$ cat config.mk
export PLATFORM = sky130hd
export DESIGN_NAME = scanline_irq_gen
export DESIGN_NICKNAME = d
export VERILOG_FILES = /design/src/rtl/scanline_irq_pkg.sv /design/src/rtl/sirq_decode.sv /design/src/rtl/sirq_prescaler.sv /design/src/rtl/sirq_counter.sv /design/src/rtl/scanline_irq_gen.sv
export SDC_FILE = /design/constraint.sdc
export NUM_CORES = 1
export LEC_CHECK = 0
export ABC_AREA = 1
export ABC_CLOCK_PERIOD_IN_PS = 1840
export BUFFER_PORTS_ARGS = -buffer_cell sky130_fd_sc_hd__clkbuf_2
export CAP_MARGIN = 20
export CORE_UTILIZATION = 51
export DETAILED_ROUTE_END_ITERATION = 10
export GPL_TIMING_DRIVEN = 0
export PLACE_DENSITY = 0.76
export SETUP_SLACK_MARGIN = 0.5
export SLEW_MARGIN = 20
export SYNTH_ARGS = -nofsm -noshare
export SYNTH_HDL_FRONTEND = slang
export SYNTH_SLANG_ARGS = --single-unit
$ cat constraint.sdc
create_clock -name clk -period 1.84 [get_ports clk]
set_input_delay 0 -clock clk [delete_from_list [all_inputs] [get_ports clk]]
set_output_delay 0 -clock clk [all_outputs]
set_load 0.02 [all_outputs]
$ cat src/rtl/scanline_irq_pkg.sv
package scanline_irq_pkg;
   typedef enum logic [1:0] {
      SEL_RELOAD = 2'd0,
      SEL_CTRL   = 2'd1,
      SEL_ACK    = 2'd2,
      SEL_NONE   = 2'd3
   } sirq_sel_e;

   localparam int CTRL_EN_BIT   = 1;
   localparam int CTRL_KEEP_BIT = 0;
endpackage

$ cat src/rtl/sirq_decode.sv
module sirq_decode
   import scanline_irq_pkg::*;
#(
   parameter int ADDR_W   = 16,
   parameter int PAGE_W   = 4,
   parameter logic [PAGE_W-1:0] PAGE = '1,
   parameter bit SWAP_A01 = 1'b0
) (
   input  logic              wr_en,
   input  logic [ADDR_W-1:0] wr_addr,
   output logic              hit_reload,
   output logic              hit_ctrl,
   output logic              hit_ack
);
   logic [1:0] low_bits;
   logic       page_ok;
   sirq_sel_e  sel;
   logic       unused_mid;

   generate
      if (SWAP_A01) begin : g_swap
         assign low_bits = {wr_addr[0], wr_addr[1]};
      end else begin : g_direct
         assign low_bits = wr_addr[1:0];
      end
   endgenerate

   assign unused_mid = ^wr_addr[ADDR_W-PAGE_W-1:2];
   assign page_ok    = wr_en && (wr_addr[ADDR_W-1 -: PAGE_W] == PAGE);

   always_comb begin
      sel = page_ok ? sirq_sel_e'(low_bits) : SEL_NONE;
   end

   assign hit_reload = (sel == SEL_RELOAD);
   assign hit_ctrl   = (sel == SEL_CTRL);
   assign hit_ack    = (sel == SEL_ACK);
endmodule

$ cat src/rtl/sirq_prescaler.sv
module sirq_prescaler #(
   parameter int STEP   = 3,
   parameter int PERIOD = 341,
   parameter int W      = $clog2(PERIOD + STEP)
) (
   input  logic         clk,
   input  logic         rst,
   input  logic         clr,
   input  logic         adv,
   output logic [W-1:0] pre_q,
   output logic         tick
);
   logic [W-1:0] sum;
   logic         wrap;

   assign sum  = pre_q + W'(STEP);
   assign wrap = (sum >= W'(PERIOD));
   assign tick = adv && wrap;

   always_ff @(posedge clk) begin
      if (rst || clr) begin
         pre_q <= '0;
      end else if (adv) begin
         pre_q <= wrap ? (sum - W'(PERIOD)) : sum;
      end
   end
endmodule

$ cat src/rtl/sirq_counter.sv
module sirq_counter #(
   parameter int W = 8
) (
   input  logic         clk,
   input  logic         rst,
   input  logic         load,
   input  logic         tick,
   input  logic [W-1:0] reload_val,
   output logic         ovf
);
   logic [W-1:0] cnt_q;

   assign ovf = tick && (&cnt_q);

   always_ff @(posedge clk) begin
      if (rst) begin
         cnt_q <= '0;
      end else if (load || ovf) begin
         cnt_q <= reload_val;
      end else if (tick) begin
         cnt_q <= cnt_q + 1'b1;
      end
   end
endmodule

$ cat src/rtl/scanline_irq_gen.sv
module scanline_irq_gen
   import scanline_irq_pkg::*;
#(
   parameter int CNT_W      = 8,
   parameter int ADDR_W     = 16,
   parameter int PAGE_W     = 4,
   parameter logic [PAGE_W-1:0] PAGE = 4'hF,
   parameter bit SWAP_A01   = 1'b0,
   parameter int PRE_STEP   = 3,
   parameter int PRE_PERIOD = 341
) (
   input  logic              clk,
   input  logic              rst,
   input  logic              cpu_ce,
   input  logic              wr_en,
   input  logic [ADDR_W-1:0] wr_addr,
   input  logic [CNT_W-1:0]  wr_data,
   output logic              irq_o
);
   localparam int PRE_W = $clog2(PRE_PERIOD + PRE_STEP);

   generate
      if (PRE_STEP < 1 || PRE_STEP >= PRE_PERIOD) begin : g_bad_step
         $error("scanline_irq_gen: PRE_STEP must be in 1..PRE_PERIOD-1");
      end
      if (CNT_W <= CTRL_EN_BIT) begin : g_bad_width
         $error("scanline_irq_gen: CNT_W too small for control bits");
      end
      if (ADDR_W < PAGE_W + 2) begin : g_bad_addr
         $error("scanline_irq_gen: ADDR_W too small for page and select");
      end
   endgenerate

   logic             hit_reload, hit_ctrl, hit_ack, any_hit;
   logic             en_q, keep_q, adv, tick, ovf, ctr_load;
   logic [CNT_W-1:0] reload_q;
   logic [PRE_W-1:0] pre_q;

   sirq_decode #(
      .ADDR_W(ADDR_W), .PAGE_W(PAGE_W), .PAGE(PAGE), .SWAP_A01(SWAP_A01)
   ) u_dec (
      .wr_en(wr_en), .wr_addr(wr_addr),
      .hit_reload(hit_reload), .hit_ctrl(hit_ctrl), .hit_ack(hit_ack)
   );

   assign any_hit  = hit_reload || hit_ctrl || hit_ack;
   assign adv      = cpu_ce && en_q && !any_hit;
   assign ctr_load = hit_ctrl && wr_data[CTRL_EN_BIT];

   sirq_prescaler #(
      .STEP(PRE_STEP), .PERIOD(PRE_PERIOD), .W(PRE_W)
   ) u_pre (
      .clk(clk), .rst(rst), .clr(hit_ctrl), .adv(adv),
      .pre_q(pre_q), .tick(tick)
   );

   sirq_counter #(
      .W(CNT_W)
   ) u_cnt (
      .clk(clk), .rst(rst), .load(ctr_load), .tick(tick),
      .reload_val(reload_q), .ovf(ovf)
   );

   always_ff @(posedge clk) begin
      if (rst) begin
         reload_q <= '0;
         en_q     <= 1'b0;
         keep_q   <= 1'b0;
         irq_o    <= 1'b0;
      end else begin
         if (hit_reload) reload_q <= wr_data;
         if (hit_ctrl) begin
            en_q   <= wr_data[CTRL_EN_BIT];
            keep_q <= wr_data[CTRL_KEEP_BIT];
         end else if (hit_ack) begin
            en_q <= keep_q;
         end
         if (any_hit)  irq_o <= 1'b0;
         else if (ovf) irq_o <= 1'b1;
      end
   end
endmodule

==> key figures <==
Synthesis
  – Compound-cell area share of the yosys netlist: 0.108
  – Syn avg cell area: ~6.6 sq um
  – Synth Flop Type: dfxtp_1
  – Mapped Area: 1870 sq um
  – Post-synthesis xor/xnor area fraction: 0.0608
  – Largest family of logic cells by synthesized area: simple AND/OR/NAND/NOR gates
  – EDFF count, synth: 0
  – Syn nets: 320
  – Simple-Gate Fraction of Synth Area: 0.368
  – Ys Warns: 0
  – Post-synth ARST share: 0
  – Register bit total from synthesis: 28
  – Yosys cell types: 31
  – Sequential fraction of the synthesis area: 0.299
  – Mux contribution to synthesized area: 0
  – Synthesized-area fraction occupied by adder cells: 0.0468
  – Syn Inst Count: roughly 290

Worst setup path
  – WS Path Type: flip-flop to flip-flop
  – CP Data Required Time: 2.11 ns
  – Worst R2R Start: u_pre.pre_q[0]
  – Crit. End Element: flip-flop
  – Critical Path AT: 2.37 ns
  – CP Cell Sequence: inv_4 -> ha_4 -> inv_6 -> nand4_4 -> nor2_2 -> nor2_2 -> nor2_4 -> nand2_4 -> nand3_4 -> nand4_1 -> buf_6 -> buf_6 -> nand3_1 -> nand3_1 -> nand2_1 -> inv_1
  – Critical path peak fanout: 6
  – R2R cell count: 16
  – Reg-to-Reg End: u_cnt.cnt_q[7]
  – CP max-delay cell: dfxtp_2
  – R2R setup slack: -0.26 ns
  – Critical path buffer and inverter count: 5
  – CP delay by family, top: simple AND/OR/NAND/NOR gates
  – Setup crit start kind: flip-flop
  – Max incr delay on CP: 0.39 ns

Power and ir drop
  – Pwr Density: 434 nW/um^2
  – Static Leak: 1.30 nW
  – Max VDD drop: 0.411 mV
  – Overall power: about 0.0011 W

Routing
  – Post-Route WL: 5060 um
  – WL per Instance: approximately 13 um
  – Routed vias/inst: 5.22
  – Post-route ant nets: 0
  – DRT iter0 DRCs: 112
  – Router iterations before antenna repair: 4
  – Routed vias: 2003
  – Drt drc: 0

Clock network
  – Later-pin clock latency in the skew report: 0.34 ns
  – Reg clk slew, reported paths: 0.17 ns
  – Root buf cell: clkbuf_4
  – Cts bufs inserted: 3
  – CTS tree: yes
  – H-tree depth reported by CTS: 1
  – Clock buffer depth: 2
  – Clock Sinks: 28

Cells and area
  – N_diodes: 0
  – Number of fill cells: between 200 and 250
  – Syn-to-layout area delta: 39.9%
  – Share of cells above drive strength 1: 0.331
  – Post-route design area: 2620 sq um
  – Fin nets: 374
  – Post-Layout Cell Count: between 300 and 400

Floorplan
  – Chip Height: 62.6 um
  – Die Footprint: 3920 sq um
  – # rows: 21
  – Starting Density: 0.548
  – Die Wd: 62.6 um
  – Core Box Area: 3420 sq um
  – I/O Pins: 29

Min path
  – Hold worst-path end: u_pre.pre_q[4]
  – Worst Hold Class: primary input to flip-flop
  – Hold depth: 4
  – Hold Crit Start: cpu_ce

Place
  – Port bufs: 18
  – GPL Wtd Cong: ~0.84
  – Placed cells: 349
  – Place WS: -0.210 ns
  – Placed cell areas: 2080 sq um
  – Detail Placement HPWL: 2920 um

Timing
  – Final setup viols: 17
  – RSZ-0062 raised after global routing: yes
  – Slew @ Worst Pin: 0.531 ns
  – Fmax: ~0.48 GHz
  – Setup Skew: ~0.014 ns
  – Fin crit period: 2.10 ns
  – Final Hold Vio Count: 0
  – Tcrit/Tclk final: 1.14
  – Slew headroom: 0.646
  – Final Max Tran Viols: 0
  – Setup WS post-layout: -0.265 ns

Global route
  – Largest net degree at the start of global routing: 17
  – Total global-route track usage: 0.256
  – Vias in the first global route: 1842
  – First-pass GRT wire length: 8090 um
  – GRT overflow: 0
  – Initial antenna violation count: 0

Outcome
  – Status: finished with violations
  – Failing checks: negative setup slack

Flow run
  – Max_cap viols: 0
[placed cells by master, fill, tap and decap left out, types with 2 or more instances in the layout]
master / Yosys / final
dfxtp_1: 28 / 24
nor2_4: 2 / 2
clkinv_1: 2 / 2
nand3_4: 1 / 2
buf_4: 1 / 17
nand2_4: 2 / 6
nand3_1: 39 / 27
ha_4: 0 / 2
dlygate4sd3_1: 0 / 9
dfxtp_2: 0 / 4
xor2_1: 8 / 8
buf_6: 0 / 4
nand3_2: 0 / 11
inv_2: 2 / 4
nand2_2: 5 / 14
clkbuf_4: 0 / 4
nand4_1: 2 / 2
nor2_1: 27 / 22
nor2_2: 0 / 5
a21oi_1: 14 / 10
ha_1: 7 / 5
o21ai_0: 18 / 15
nor3_1: 3 / 2
nand2_1: 60 / 45
inv_1: 48 / 44
clkbuf_2: 0 / 18
o21ai_1: 1 / 3
nand2_8: 1 / 4
a21oi_2: 0 / 4
o211ai_1: 3 / 3
[metrics by stage]
stage / utilization / setup TNS, ns / hold slack [ns]
after floorplan: - / 0 / 0.0691
after global placement: 0.609 / -1.64 / 0.211
after detailed placement: 0.609 / -2.26 / 0.212
after CTS: 0.713 / -1.65 / 0.0860
after global routing: 0.767 / -5.32 / 0.142
final: 0.767 / -3.37 / 0.128
[layer usage]
| metal | routed length, um | GRT usage | vias to the layer above | share of wire |
|---|---|---|---|---|
| li1 | - | - | 1008 | - |
| met1 | 2310 | 0.349 | 917 | 0.46 |
| met2 | 2480 | 0.429 | 69 | 0.49 |
| met3 | 211 | 0.0182 | 9 | 0.042 |
| met4 | 65 | 0.0756 | 0 | 0.013 |
| met5 | 0 | 0 | - | 0 |
[power by group]
group / switching, W / internal (W)
combinational: 0.0000548 / 0.0000510
clock: 0.000194 / 0.000220
sequential: 0.00000442 / 0.000611
total: 0.000253 / 0.000883
[layout make-up]
type | instances | area, sq um | area share
multi-input combinational | 201 | 1340 | 0.510
sequential | 28 | 566 | 0.216
timing repair buffer | 48 | 362 | 0.138
inverter | 53 | 219 | 0.0836
tap | 46 | 57.6 | 0.0220
clock inverter | 1 | 30.0 | 0.0115
buffer | 4 | 26.3 | 0.0100
clock buffer | 3 | 22.5 | 0.00860
[cells by family after synthesis]
| logic type | after synthesis |
|---|---|
| buffers and inverters | 57 |
| adders and majority gates | 7 |
| AOI/OAI and AO/OA | 38 |
| xor gates and xnor gates | 10 |
| and+or+nand+nor | 145 |
| DFF | 28 |
[how the worst max path moves through the flow]
| stage | cells after the start | slack (ns) | from | to |
|---|---|---|---|---|
| floorplan | 16 | 0.04 | u_pre.pre_q[0] | u_cnt.cnt_q[4] |
| global placement | 16 | -0.17 | u_pre.pre_q[0] | u_cnt.cnt_q[4] |
| detailed placement | 16 | -0.21 | u_pre.pre_q[0] | u_cnt.cnt_q[4] |
| CTS | 18 | -0.14 | u_pre.pre_q[0] | u_cnt.cnt_q[3] |
| global route | 16 | -0.38 | u_pre.pre_q[0] | u_cnt.cnt_q[2] |
| finish | 16 | -0.26 | u_pre.pre_q[0] | u_cnt.cnt_q[7] |
[registers in the layout, summed over array words and instances (netlist names)]
| register | flops |
|---|---|
| u_pre.pre_q | 9 |
| reload_q | 8 |
| u_cnt.cnt_q | 8 |
| en_q | 1 |
| irq_o | 1 |
| keep_q | 1 |
[worst min-delay path, delay by kind of cell]
family / cells / cell delay, ns
simple gates: 1 / 0.17
compound gates: 1 / 0.12
buf+inv: 2 / 0.15
[timing repair]
item	4_1_cts	5_1_grt
endpoints found under the setup margin	18	20
setup buffers	17	4
hold endpoints to repair	11	0
gates resized for setup	23	42
cloned	1	0
hold buffers	10	0
pin swaps	14	23
[cells in the mapped netlist (2+ instances only)]
library cell   n  area [sq um]
nand2_1       60           225
inv_1         48           180
nand3_1       39           195
dfxtp_1       28           561
nor2_1        27           101
o21ai_0       18          90.1
a21oi_1       14          70.1
xor2_1         8          70.1
ha_1           7          87.6
nand2_2        5          31.3
nor3_1         3          15.0
o211ai_1       3          22.5
clkbuf_1       2          7.51
clkinv_1       2          7.51
inv_2          2          7.51
nand2_4        2          22.5
nand4_1        2          12.5
nor2_4         2          22.5
Power figures use the tool's default switching activity.
